**config.mk**
```make
export PLATFORM = sky130hd
export DESIGN_NAME = p2_bus_regs
export DESIGN_NICKNAME = d
export VERILOG_FILES = /design/src/rtl/p2_bus_pkg.sv /design/src/rtl/p2_wr_decode.sv /design/src/rtl/p2_reg_bank.sv /design/src/rtl/p2_rd_path.sv /design/src/rtl/p2_bus_regs.sv
export SDC_FILE = /design/constraint.sdc
export NUM_CORES = 1
export LEC_CHECK = 0
export BUFFER_PORTS_ARGS = -buffer_cell sky130_fd_sc_hd__buf_2
export CORE_ASPECT_RATIO = 1.75
export CORE_MARGIN = 2
export CORE_UTILIZATION = 45
export CTS_CLUSTER_SIZE = 30
export DETAILED_ROUTE_END_ITERATION = 10
export PLACE_DENSITY = 0.76
export SLEW_MARGIN = 20
export SYNTH_ARGS = -nofsm -noshare
export SYNTH_HDL_FRONTEND = slang
export SYNTH_SLANG_ARGS = --single-unit
```
**constraint.sdc**
```tcl
create_clock -name phi2 -period 1.78 [get_ports phi2]
set_clock_uncertainty 0.1 [all_clocks]
set_input_delay 0.356 -clock phi2 [delete_from_list [all_inputs] [get_ports phi2]]
set_output_delay 0.356 -clock phi2 [all_outputs]
set_load 0.02 [all_outputs]
```
**src/rtl/p2_bus_pkg.sv**
```systemverilog
package p2_bus_pkg;
  localparam int unsigned SEL_W  = 2;
  localparam int unsigned WORD_W = 8;
endpackage

```
**src/rtl/p2_wr_decode.sv**
```systemverilog
module p2_wr_decode #(
  parameter int unsigned SEL_W = p2_bus_pkg::SEL_W,
  localparam int unsigned NREG = 1 << SEL_W
) (
  input  logic             cs,
  input  logic             rw,
  input  logic [SEL_W-1:0] addr,
  output logic [NREG-1:0]  wr_en
);
  // Level decode only; the register bank samples it at the phi2 falling edge,
  // so no strobe is ever formed from phi2 itself.
  for (genvar i = 0; i < NREG; i++) begin : g_dec
    assign wr_en[i] = cs && !rw && (addr == SEL_W'(i));
  end
endmodule

```
**src/rtl/p2_reg_bank.sv**
```systemverilog
module p2_reg_bank #(
  parameter int unsigned SEL_W  = p2_bus_pkg::SEL_W,
  parameter int unsigned WORD_W = p2_bus_pkg::WORD_W,
  localparam int unsigned NREG  = 1 << SEL_W
) (
  input  logic                        phi2,
  input  logic                        rst,
  input  logic [NREG-1:0]             wr_en,
  input  logic [WORD_W-1:0]           din,
  output logic [NREG-1:0][WORD_W-1:0] regs
);
  for (genvar i = 0; i < NREG; i++) begin : g_reg
    always_ff @(negedge phi2) begin
      if (rst)           regs[i] <= '0;
      else if (wr_en[i]) regs[i] <= din;
    end

    assert_write_lands_R2: assert property (@(negedge phi2) disable iff (rst)
      wr_en[i] |=> regs[i] == $past(din))
      else $error("register %0d missed its write", i);

    // Covers R3, R4 and R7: any edge without a write enable leaves the word alone.
    assert_hold_without_write_R4: assert property (@(negedge phi2) disable iff (rst)
      !wr_en[i] |=> $stable(regs[i]))
      else $error("register %0d changed without a write", i);
  end

  assert_single_target_R9: assert property (@(negedge phi2) disable iff (rst)
    $onehot0(wr_en))
    else $error("more than one register enabled for write");

  assert_reset_clears_R1: assert property (@(negedge phi2) disable iff (rst)
    $fell(rst) |-> regs == '0)
    else $error("registers not cleared by reset");
endmodule

```
**src/rtl/p2_rd_path.sv**
```systemverilog
module p2_rd_path #(
  parameter int unsigned SEL_W  = p2_bus_pkg::SEL_W,
  parameter int unsigned WORD_W = p2_bus_pkg::WORD_W,
  localparam int unsigned NREG  = 1 << SEL_W
) (
  input  logic                        phi2,
  input  logic                        cs,
  input  logic                        rw,
  input  logic [SEL_W-1:0]            addr,
  input  logic [NREG-1:0][WORD_W-1:0] regs,
  output logic [WORD_W-1:0]           dout,
  output logic                        doe
);
  // Side-effect free: nothing here feeds back into the register bank.
  assign dout = regs[addr];
  assign doe  = cs && phi2 && rw;
endmodule

```
**src/rtl/p2_bus_regs.sv**
```systemverilog
module p2_bus_regs #(
  parameter int unsigned SEL_W  = p2_bus_pkg::SEL_W,
  parameter int unsigned WORD_W = p2_bus_pkg::WORD_W
) (
  input  logic              phi2,
  input  logic              rst,
  input  logic              cs,
  input  logic              rw,
  input  logic [SEL_W-1:0]  addr,
  input  logic [WORD_W-1:0] din,
  output logic [WORD_W-1:0] dout,
  output logic              doe
);
  localparam int unsigned NREG = 1 << SEL_W;

  logic [NREG-1:0]             wr_en;
  logic [NREG-1:0][WORD_W-1:0] regs;

  p2_wr_decode #(.SEL_W(SEL_W)) u_dec (
    .cs(cs), .rw(rw), .addr(addr), .wr_en(wr_en)
  );

  p2_reg_bank #(.SEL_W(SEL_W), .WORD_W(WORD_W)) u_bank (
    .phi2(phi2), .rst(rst), .wr_en(wr_en), .din(din), .regs(regs)
  );

  p2_rd_path #(.SEL_W(SEL_W), .WORD_W(WORD_W)) u_rd (
    .phi2(phi2), .cs(cs), .rw(rw), .addr(addr), .regs(regs),
    .dout(dout), .doe(doe)
  );
endmodule

```
==> summary.md, run 1 <==
| Metric | Value |
|---|---|
| Overall Global Routing Usage | 0.224 |
| Initial core utilization | 0.463 |
| Ports | 23 |
| Layout cells sized above 1 | 0.347 |
| CP max-delay cell | mux4_2 |
| Syn. warnings | 0 |
| Pre-CTS WS | -0.549 ns |
| Die width | 48.0 um |
| Area leader, netlist | dfxtp_1 |
| Die Ht | 81.0 um |
| Critical path's top delay family | multiplexers |
| Diodes inserted | 0 |
| Total wire length | 3450 um |
| Failing checks | negative setup slack |
| Final worst slack | -0.973 ns |
| Critical path required time | 1.32 ns |
| Post-synthesis simple-gate area fraction | 0.218 |
| Commonest non-fill, non-tap cell in the layout | nand2b_1 |
| Kind of critical path | register to primary output |
| Drt drc | 0 |
| Synthesized instance count | 131 |
| Nets | 213 |
| First drt pass iteration count | 4 |
| Reg2reg path depth | 3 |
| Synth Area in Adders | 0 |
| Static leakage | 1.08 nW |
| Multiplexer share of the synthesized area | 0.328 |
| Worst-path cell chain | mux4_2 > buf_6 |
| Largest net degree at the start of global routing | 41 |
| Syn Area/Cell | 11.6 um^2 |
| Unrepaired setup endpoints after global routing | yes |
| DR WL/cell | 14.1 um |
| Max_cap viols | 0 |
| Initial antenna violation count | 0 |
| Setup violators final | 14 |
| Hold Crit Class | register to register |
| Grt ovf | 0 |
| Worst vdd ir | 0.642 mV |
| Num rows | 28 |
| Pwr Density | 875 nW/um^2 |
| Crit. End Element | primary output |
| Die Area | 3890 um^2 |
| Hold-critical path depth | 2 |
| Tot Pwr | 1.86 mW |
| Slew of the pin with the lowest slew margin | 0.308 ns |
| Startpoint types | register |
| Routed vias | 1229 |
| Clk Latency, worst-skew pair | 0.47 ns |
| CTS Hold Buffers Added | 0 |
| Synth top area share | 0.420 |
| Fin Hold WS | 0.369 ns |
| Status | complete, but fails checks |
| Worst-path clk slew | 0.04 ns |
| Final ANT Viol Nets | 0 |
| Largest family of logic cells by synthesized area | multiplexers |
| Worst Path Max Fanout | 2 |
| Gp weighted congestion | 0.708 |
| Final Hold Violating Endpoints | 0 |
| Vias in the first global route | 1363 |
| CP Data Arrival Time | 2.30 ns |
| Buf/Inv on CP | 1 |
| Vias per inst | 5.04 |
| Post-synth cell types | 13 |
| Drt first-iter violations | 18 |
| Max FFs per register | 32 |
| Biggest regs | u_bank.regs (32) |
| Worst stage delay on the critical path | 0.48 ns |
| Max Slew Vio Count | 0 |
| Core area | 3290 um^2 |
| Crit path depth | 2 |
| Xor and xnor fraction of the mapped netlist area | 0 |
| Most frequent cells in the layout | nand2b_1 (40), mux2i_1 (32), inv_1 (32) |
| Max_slew headroom | 0.795 |
| Area of the mapped netlist | 1520 um^2 |
| Seq/Total Area, Yosys | 0.420 |
| Mapped Nets | 145 |
| Dpl hpwl | 2380 um |
| Wire length of the first global-routing pass | 5750 um |
| PortBufs | 22 |
| Area growth syn-to-layout | 39.7% |
| Reg with most FFs | u_bank.regs |
| #FFs+latches synth | 32 |
| Top post-synthesis cells by area | dfxtp_1 (42%), mux2i_1 (21%), nand2b_1 (16%) |
| Post-synthesis compound-gate area fraction | 0 |
| CTS tree | built |
-- where the power goes --
part           internal, mW  switching [mW]
clock network         0.472           0.474
logic                0.0955          0.0746
registers             0.739         0.00785
total                  1.31           0.556
-- synthesized netlist by cell type --
| library cell | count |
|---|---|
| mux2i_1 | 32 |
| nand4bb_1 | 2 |
| clkbuf_1 | 6 |
| nand4b_1 | 1 |
| buf_2 | 5 |
| mux4_2 | 8 |
| nor4b_4 | 1 |
| inv_1 | 1 |
| or4b_1 | 1 |
| and3_1 | 1 |
| nor4bb_1 | 1 |
| dfxtp_1 | 32 |
| nand2b_1 | 40 |
-- cells by family (layout without fill, tap and decap cells) --
| logic type | after synthesis | in the layout |
|---|---|---|
| simple gates | 47 | 47 |
| mux | 40 | 40 |
| flops | 32 | 32 |
| buf+inv | 12 | 80 |
-- cell type report --
cell class | instances | area [um^2]
clock buffers | 8 | 108
clock inverters | 34 | 130
fillers | 287 | 1160
multi-input cells | 87 | 856
flip-flops and latches | 32 | 652
well taps | 45 | 56.3
repair buffers | 38 | 327
-- tightest hold or removal path, cell delays in order (launching register included) --
cell and delay (ns):
dfxtp_1 0.30, nand2b_1 0.06, mux2i_1 0.05
-- routing by layer --
layer | GRT usage | share of wire
met4 | 0.208 | 0.031
met5 | 0 | 0
met3 | 0.100 | 0.030
met1 | 0.192 | 0.35
met2 | 0.356 | 0.59
-- path summary, 6_finish.rpt --
path / start / endpoint / slack (ns)
min: u_bank.regs[10] / u_bank.regs[10] / 0.37
max: u_bank.regs[8] / dout[0] / -0.97
max reg2reg: u_bank.regs[28] / u_bank.regs[28] / 1.01
min reg2reg: u_bank.regs[10] / u_bank.regs[10] / 0.37
-- timing repair --
item	4_1_cts	5_1_grt
pin swaps	4	3
endpoints found under the setup margin	21	40
endpoints found under the hold margin	0	0
buffers inserted	3	0
gates resized for setup	32	10
cloned	0	0
-- through the flow --
step / std cells / utilization / TNS, ns / cell area, um^2
3_5_place_dp: 201 / 0.532 / -19.10 / 1750
5_1_grt: 244 / 0.646 / -8.43 / 2130
3_3_place_gp: 201 / 0.532 / -18.37 / 1750
6_report: 244 / 0.646 / -7.88 / 2130
4_1_cts: 244 / 0.639 / -8.00 / 2100
2_1_floorplan: 131 / - / -9.94 / 1580
(Power assumes the default switching activity.)
==> run 2, diff against run 1 <==
- ABC_AREA: unset -> 1
- SYNTH_HIERARCHICAL: unset -> 1
==> run 2 against run 1 <==
Against the previous run: the run still ends with negative setup slack left; sequential power increased by 2%; sequential share of layout area decreased by 3.0 points; cell count increased by 62%; cell area increased by 15%; register-to-register slack got worse by 0.02 ns.
==> summary.md, run 2 <==
| Metric | Value |
|---|---|
| Setup crit end | dout[7] |
| Gp weighted congestion | 0.828 (+17%) |
| Syn. warnings | 6 (+6) |
| Most frequent cells in the layout | nand2_1 (90), nor2_1 (61), inv_1 (60) |
| Reg2reg setup slack | 0.99 ns (-0.02 ns) |
| Drt first-iter violations | 52 (+34) |
| R2R Path Start | u_bank/regs[21] |
| Max Slew Vio Count | 0 (unchanged) |
| Post-synth cell types | 14 (+1) |
| Max_slew headroom | 0.741 (-0.0536) |
| First drt pass iteration count | 5 (+1) |
| Final core utilization | 0.666 (+0.0198) |
| Final instance area | 2440 um^2 (+15%) |
| Static leakage | 1.27 nW (+18%) |
| Setup violators final | 8 (-6) |
| Worst Setup SP | u_bank/regs[15] |
| PortBufs | 22 (unchanged) |
| Die Area | 4400 um^2 (+13%) |
| Vias in the first global route | 1824 (+34%) |
| Critical path's top delay family | flip-flops |
| Die width | 51.0 um (+6.3%) |
| Die Ht | 86.3 um (+6.5%) |
| Largest net degree at the start of global routing | 25 (-39%) |
| Max_cap viols | 0 (unchanged) |
| Routed vias | 1826 (+49%) |
| CP max-delay cell | dfxtp_2 |
| Area growth syn-to-layout | 40.3% |
| Sequential share of power | 0.326 (-0.075) |
| Area leader, netlist | dfxtp_1 |
| Vias per inst | 4.61 (-8.5%) |
| Biggest regs | u_bank/regs (32) |
| Int Pwr | 1.64 mW (+26%) |
| #FFs+latches synth | 32 (unchanged) |
| Clock group share of total power | 0.544 (+0.036) |
| Pwr Density | 960 nW/um^2 (+9.7%) |
| CP Data Arrival Time | 2.05 ns (-0.25 ns) |
| EDFF count, synth | 0 (unchanged) |
| Status | complete, but fails checks |
| Most frequent cell after synthesis | nand2_1 |
| DR WL/cell | 10.6 um (-25%) |
| Area of the mapped netlist | 1740 um^2 (+14%) |
| Gate power share | 0.130 (+0.039) |
| CP most frequent cell | nand2_2 |
| Seq/Total Area, Yosys | 0.368 (-0.0523) |
| Post-synth top cells | nand2_1 (108), nor2_1 (65), inv_1 (45), dfxtp_1 (32), nand3_1 (16) |
| Net Sw Frac | 0.299 (about the same) |
| Max FFs per register | 32 (unchanged) |
| Critical path required time | 1.32 ns (about the same) |
| Unrepaired setup endpoints after global routing | yes |
| Tot Pwr | 2.34 mW (+26%) |
| Wire length of the first global-routing pass | 7150 um (+24%) |
| RR Endpoint | u_bank/regs[21] |
| Initial antenna violation count | 0 (unchanged) |
| Hold Crit Class | register to register |
| Crit. End Element | primary output |
| # fillers | 321 (+12%) |
| Worst-path cell chain | inv_2 > nand2_2 > nand3_2 > nand2_2 > buf_6 |
| CTS tree | built |
| Nets | 363 (+70%) |
| Mapped Nets | 302 (+110%) |
| Asr flop ratio synth | 0 (unchanged) |
| Syn Area/Cell | 6.04 um^2 (-48%) |
| Synth top area share | 0.368 (-0.0523) |
| Layout cells sized above 1 | 0.366 (+0.0190) |
| Slew of the pin with the lowest slew margin | 0.388 ns (+0.0800 ns) |
| Reg with most FFs | u_bank/regs |
| Diodes inserted | 0 (unchanged) |
| Num rows | 29 (+3.6%) |
| Crit path depth | 5 (+3) |
| Core area | 3660 um^2 (+11%) |
| Area after DPL | 1990 um^2 (+14%) |
| Worst stage delay on the critical path | 0.33 ns (-0.15 ns) |
| Overall Global Routing Usage | 0.213 (-0.0114) |
| Final worst slack | -0.729 ns (+0.245 ns) |
| Clk Latency, worst-skew pair | 0.46 ns (about the same) |
| Buf/Inv on CP | 2 (+1) |
| Worst vdd ir | 0.705 mV (+9.9%) |
| Ports | 23 (unchanged) |
| Sw Pwr | 0.700 mW (+26%) |
| Initial core utilization | 0.475 (+0.0121) |
| Worst-path clk slew | 0.04 ns (about the same) |
| Dpl hpwl | 2630 um (+11%) |
| Startpoint types | register |
| Grt ovf | 0 (unchanged) |
| Synth Flop Type | dfxtp_1 |
| Final ANT Viol Nets | 0 (unchanged) |
| Commonest non-fill, non-tap cell in the layout | nand2_1 |
| Final Hold Violating Endpoints | 0 (unchanged) |
| Kind of critical path | register to primary output |
| Total wire length | 4190 um (+22%) |
| Failing checks | negative setup slack |
| Reg2reg path depth | 3 (unchanged) |
| Worst Path Max Fanout | 2 (unchanged) |
| Top post-synthesis cells by area | dfxtp_1 (37%), nand2_1 (23%), nor2_1 (14%) |
| Synthesized instance count | 288 (+120%) |
| Drt drc | 0 (unchanged) |
==> run 2: cell count changes in the layout (fill, tap and decap cells not counted), sizes merged, moves of 2 or more <==
cell     previous run  this run
mux2i              32         0
buf                38        35
mux4                8         0
nand3               0        16
inv                32        78
nand2               0       109
nor2                0        68
bufinv              0         2
nand4bb             2         0
nand2b             40         0
==> run 2: routing by layer <==
metal	global-route usage	routed length, um	vias up
li1	-	-	945
met1	0.206	1620	825
met2	0.359	2290	46
met3	0.0897	206	10
met4	0.143	77	0
met5	0	0	-
==> run 2: worst min path at each step <==
stage / startpoint / cells past startpoint / slack, ns / endpoint
finish: u_bank/regs[29] / 2 / 0.35 / u_bank/regs[29]
global route: u_bank/regs[29] / 2 / 0.37 / u_bank/regs[29]
CTS: u_bank/regs[0] / 2 / 0.35 / u_bank/regs[0]
detailed placement: u_bank/regs[0] / 2 / 0.35 / u_bank/regs[0]
global placement: u_bank/regs[0] / 2 / 0.34 / u_bank/regs[0]
floorplan: u_bank/regs[2] / 2 / 0.33 / u_bank/regs[2]
==> run 2: through the flow <==
step           hold WS (ns)  setup slack [ns]  setup TNS [ns]  cells
3_5_place_dp          0.346            -0.423          -15.20    354
2_1_floorplan         0.332            -0.227           -6.53    288
3_3_place_gp          0.338            -0.416          -14.64    354
6_report              0.350            -0.729           -5.72    396
4_1_cts               0.352            -0.734           -5.75    396
5_1_grt               0.371            -0.797           -6.32    396
==> run 2: final cells by class <==
cell class              instances  area [um^2]  area share
clock buffers                   8          108      0.0441
clock inverters                35          185      0.0759
inverters                      46          201      0.0825
multi-input cells             194          895       0.366
flip-flops and latches         32          674       0.276
well taps                      46         57.6      0.0236
repair buffers                 35          320       0.131
==> run 2: cells by family after synthesis <==
| kind of cell | count (synthesis) | share of synthesized area |
|---|---|---|
| buf+inv | 62 | 0.195 |
| flops | 32 | 0.368 |
| simple gates | 194 | 0.437 |
==> run 2: power groups by stage <==
stage	sequential, mW	clock, mW	combinational (mW)
5_1_grt	0.766	1.41	0.338
3_5_place_dp	0.770	0.132	0.262
2_1_floorplan	0.768	0.127	0.193
6_report	0.765	1.27	0.304
4_1_cts	0.764	1.29	0.291
3_3_place_gp	0.770	0.132	0.259
==> run 2: what timing repair did <==
| item | CTS | global route |
|---|---|---|
| hold endpoints to repair | 0 | 0 |
| pin swaps | 15 | 9 |
| setup endpoints to repair | 9 | 14 |
| setup buffers | 1 | 0 |
| gates resized for setup | 45 | 27 |
| hold buffers | 0 | 0 |
==> run 2: worst min-delay path: cells and delay by family, from the launching register on <==
family / cells / cell delay, ns
flip-flops: 1 / 0.31
AND/OR/NAND/NOR: 2 / 0.11
==> run 3, diff against run 2 <==
- ABC_AREA: 1 -> unset
- PLACE_DENSITY: 0.76 -> 0.77
==> run 3 against run 2 <==
Against the previous run: the run still ends with negative setup slack left; sequential share of layout area increased by 4.8 points; sequential power down 2%; first-iteration DRC count down 38%; cell area down 17%; cell count fell by 44%; die area is 19% lower; non-clock buffer count rose by 5; critical path depth shrank 3; flip-flop and latch count unchanged; via count is 37% lower; core utilization is 2.4 points higher; wire length shrank 23%; critical path type unchanged; critical endpoint is now dout[1]; highest routed layer unchanged.
==> summary.md, run 3 <==
| Metric | Value |
|---|---|
| Area growth syn-to-layout | 44.5% |
| Wire length of the first global-routing pass | 5250 um (-27%) |
| R2R Path Start | u_bank/regs[7] |
| Core area | 2930 um^2 (-20%) |
| Setup violators final | 40 (+32) |
| GRT met3 Usage | 0.0837 (-0.00593) |
| Gr busiest metal | met2 |
| Num rows | 26 (-10%) |
| RR Endpoint | u_bank/regs[7] |
| Final Hold Violating Endpoints | 0 (unchanged) |
| Hold-critical path depth | 2 (unchanged) |
| Max Slew Vio Count | 0 (unchanged) |
| Ports | 23 (unchanged) |
| Seq/Total Area, Yosys | 0.458 (+0.0903) |
| Synth top area share | 0.458 (+0.0903) |
| Nets | 205 (-44%) |
| Slew of the pin with the lowest slew margin | 0.277 ns (-0.111 ns) |
| Failing checks | negative setup slack |
| Sequential share of power | 0.402 (+0.076) |
| Reg2reg path depth | 3 (unchanged) |
| M1 GR Usage | 0.208 (+0.00251) |
| Worst vdd ir | 0.570 mV (-19%) |
| Die Area | 3580 um^2 (-19%) |
| CTS tree | built |
| Mapped Nets | 133 (-56%) |
| Crit. End Element | primary output |
| Vias in the first global route | 1279 (-30%) |
| Net Sw Frac | 0.298 (-0.000443) |
| Syn. warnings | 6 (unchanged) |
| Startpoint types | register |
| Most frequent cells in the layout | inv_1 (34), nor2_1 (32), mux2i_1 (31) |
| Initial antenna violation count | 0 (unchanged) |
| Grt ovf | 0 (unchanged) |
| Dpl hpwl | 1950 um (-26%) |
| EDFF count, synth | 0 (unchanged) |
| Drt first-iter violations | 32 (-38%) |
| Kind of critical path | register to primary output |
| Fin Hold WS | 0.383 ns (+0.0335 ns) |
| Status | complete, but fails checks |
| Reg2reg setup slack | 0.93 ns (-0.06 ns) |
| Worst Path Max Fanout | 2 (unchanged) |
| Gp weighted congestion | 0.773 (-6.7%) |
| Overall Global Routing Usage | 0.209 (-0.00425) |
| Final worst slack | -0.978 ns (-0.250 ns) |
| Pre-CTS WS | -0.564 ns (-0.141 ns) |
| Unrepaired setup endpoints after global routing | yes |
| First drt pass iteration count | 4 (-1) |
| Drt drc | 0 (unchanged) |
| Clock group share of total power | 0.507 (-0.037) |
| Max_slew headroom | 0.814 (+0.0733) |
| Total wire length | 3230 um (-23%) |
| CP Data Arrival Time | 2.30 ns (+0.25 ns) |
| Hold Path Origin | u_bank/regs[5] |
| Hold endpoint | u_bank/regs[5] |
| Synthesized instance count | 119 (-59%) |
| Gate power share | 0.090 (-0.040) |
| Die width | 46.1 um (-9.6%) |
| Hold Crit Class | register to register |
| Sw Pwr | 0.554 mW (-21%) |
| Static leakage | 0.919 nW (-28%) |
| Area leader, netlist | dfxtp_1 |
| Reg with most FFs | u_bank/regs |
| Pwr Density | 919 nW/um^2 (-4.3%) |
| CTS Hold Buffers Added | 0 (unchanged) |
| Setup TNS Final | -9.29 ns (-3.57 ns) |
| PortBufs | 22 (unchanged) |
| Syn Area/Cell | 11.7 um^2 (+94%) |
| Clk Latency, worst-skew pair | 0.46 ns (about the same) |
| Max FFs per register | 32 (unchanged) |
| Synth Flop Type | dfxtp_1 |
| Routed vias | 1157 (-37%) |
| Max_cap viols | 0 (unchanged) |
| Int Pwr | 1.30 mW (-21%) |
| Critical path required time | 1.32 ns (about the same) |
| Diodes inserted | 0 (unchanged) |
| Final ANT Viol Nets | 0 (unchanged) |
| Largest net degree at the start of global routing | 33 (+32%) |
| Vias per inst | 5.26 (+14%) |
| Asr flop ratio synth | 0 (unchanged) |
| # fillers | 220 (-31%) |
| Met2 Use GR | 0.317 (-0.0422) |
| Post-synth top cells | dfxtp_1 (32), mux2i_1 (32), nor2_1 (32), mux4_2 (8), buf_6 (5) |
| Worst Setup SP | u_bank/regs[1] |
| Layout cells sized above 1 | 0.380 (+0.0145) |
| DR WL/cell | 14.7 um (+39%) |
| Initial core utilization | 0.477 (+0.00244) |
| Die Ht | 77.7 um (-9.9%) |
| #FFs+latches synth | 32 (unchanged) |
| Top post-synthesis cells by area | dfxtp_1 (46%), mux2i_1 (23%), mux4_2 (13%) |
| Post-synth cell types | 13 (-1) |
| Commonest non-fill, non-tap cell in the layout | inv_1 |
| Worst-path clk slew | 0.07 ns (+0.03 ns) |
| Biggest regs | u_bank/regs (32) |
| Area of the mapped netlist | 1400 um^2 (-20%) |
-- run 3: cell families after synthesis --
kind of cell           Yosys count  share of synthesized area
buffers and inverters           10                     0.0573
AND/OR/NAND/NOR                 37                      0.126
multiplexers                    40                      0.358
flip-flops                      32                      0.458
-- run 3: repair_timing --
action / CTS / global route
endpoints found under the setup margin: 41 / 40
pin swaps: 7 / 6
buffers inserted: 4 / 3
gates resized for setup: 35 / 9
-- run 3: worst max path at each step --
stage | cells after the start | end | slack [ns]
floorplan | 1 | dout[0] | -0.38
global placement | 5 | u_bank/regs[21] | -0.53
detailed placement | 5 | u_bank/regs[17] | -0.56
CTS | 2 | dout[6] | -0.97
global route | 2 | dout[1] | -1.01
finish | 2 | dout[1] | -0.98
-- run 3: cell type report --
cell class              instances  area, um^2  share of cell area
multi-input cells              77         703               0.348
flip-flops and latches         32         656               0.325
repair buffers                 40         385               0.191
clock inverters                35         133              0.0657
clock buffers                   8         108              0.0533
well taps                      28        35.0              0.0173
-- run 3: per-stage QoR --
stage | std cells | cell area (um^2) | power (mW) | utilization
floorplan | 119 | 1410 | 0.962 | -
global placement | 172 | 1620 | 1.02 | 0.552
detailed placement | 172 | 1620 | 1.03 | 0.552
CTS | 217 | 1980 | 1.89 | 0.676
global route | 220 | 2020 | 1.99 | 0.690
finish | 220 | 2020 | 1.86 | 0.690
-- run 3: worst max-delay path, cell delays in order (launching register included) --
cell     delay [ns]
dfxtp_2        0.32
mux4_2         0.45
buf_6          0.15
-- run 3: routing by layer --
layer  part of all wire  up-vias
met3              0.035       11
li1                   -      559
met5                  0        -
met2               0.57       25
met1               0.37      562
met4              0.032        0
-- run 3: power by group through the flow --
| stage | clock network (mW) | logic (mW) | registers (mW) |
|---|---|---|---|
| floorplan | 0.127 | 0.0823 | 0.753 |
| global placement | 0.132 | 0.135 | 0.754 |
| detailed placement | 0.132 | 0.139 | 0.755 |
| CTS | 0.982 | 0.162 | 0.746 |
| global route | 1.07 | 0.179 | 0.746 |
| finish | 0.942 | 0.167 | 0.747 |
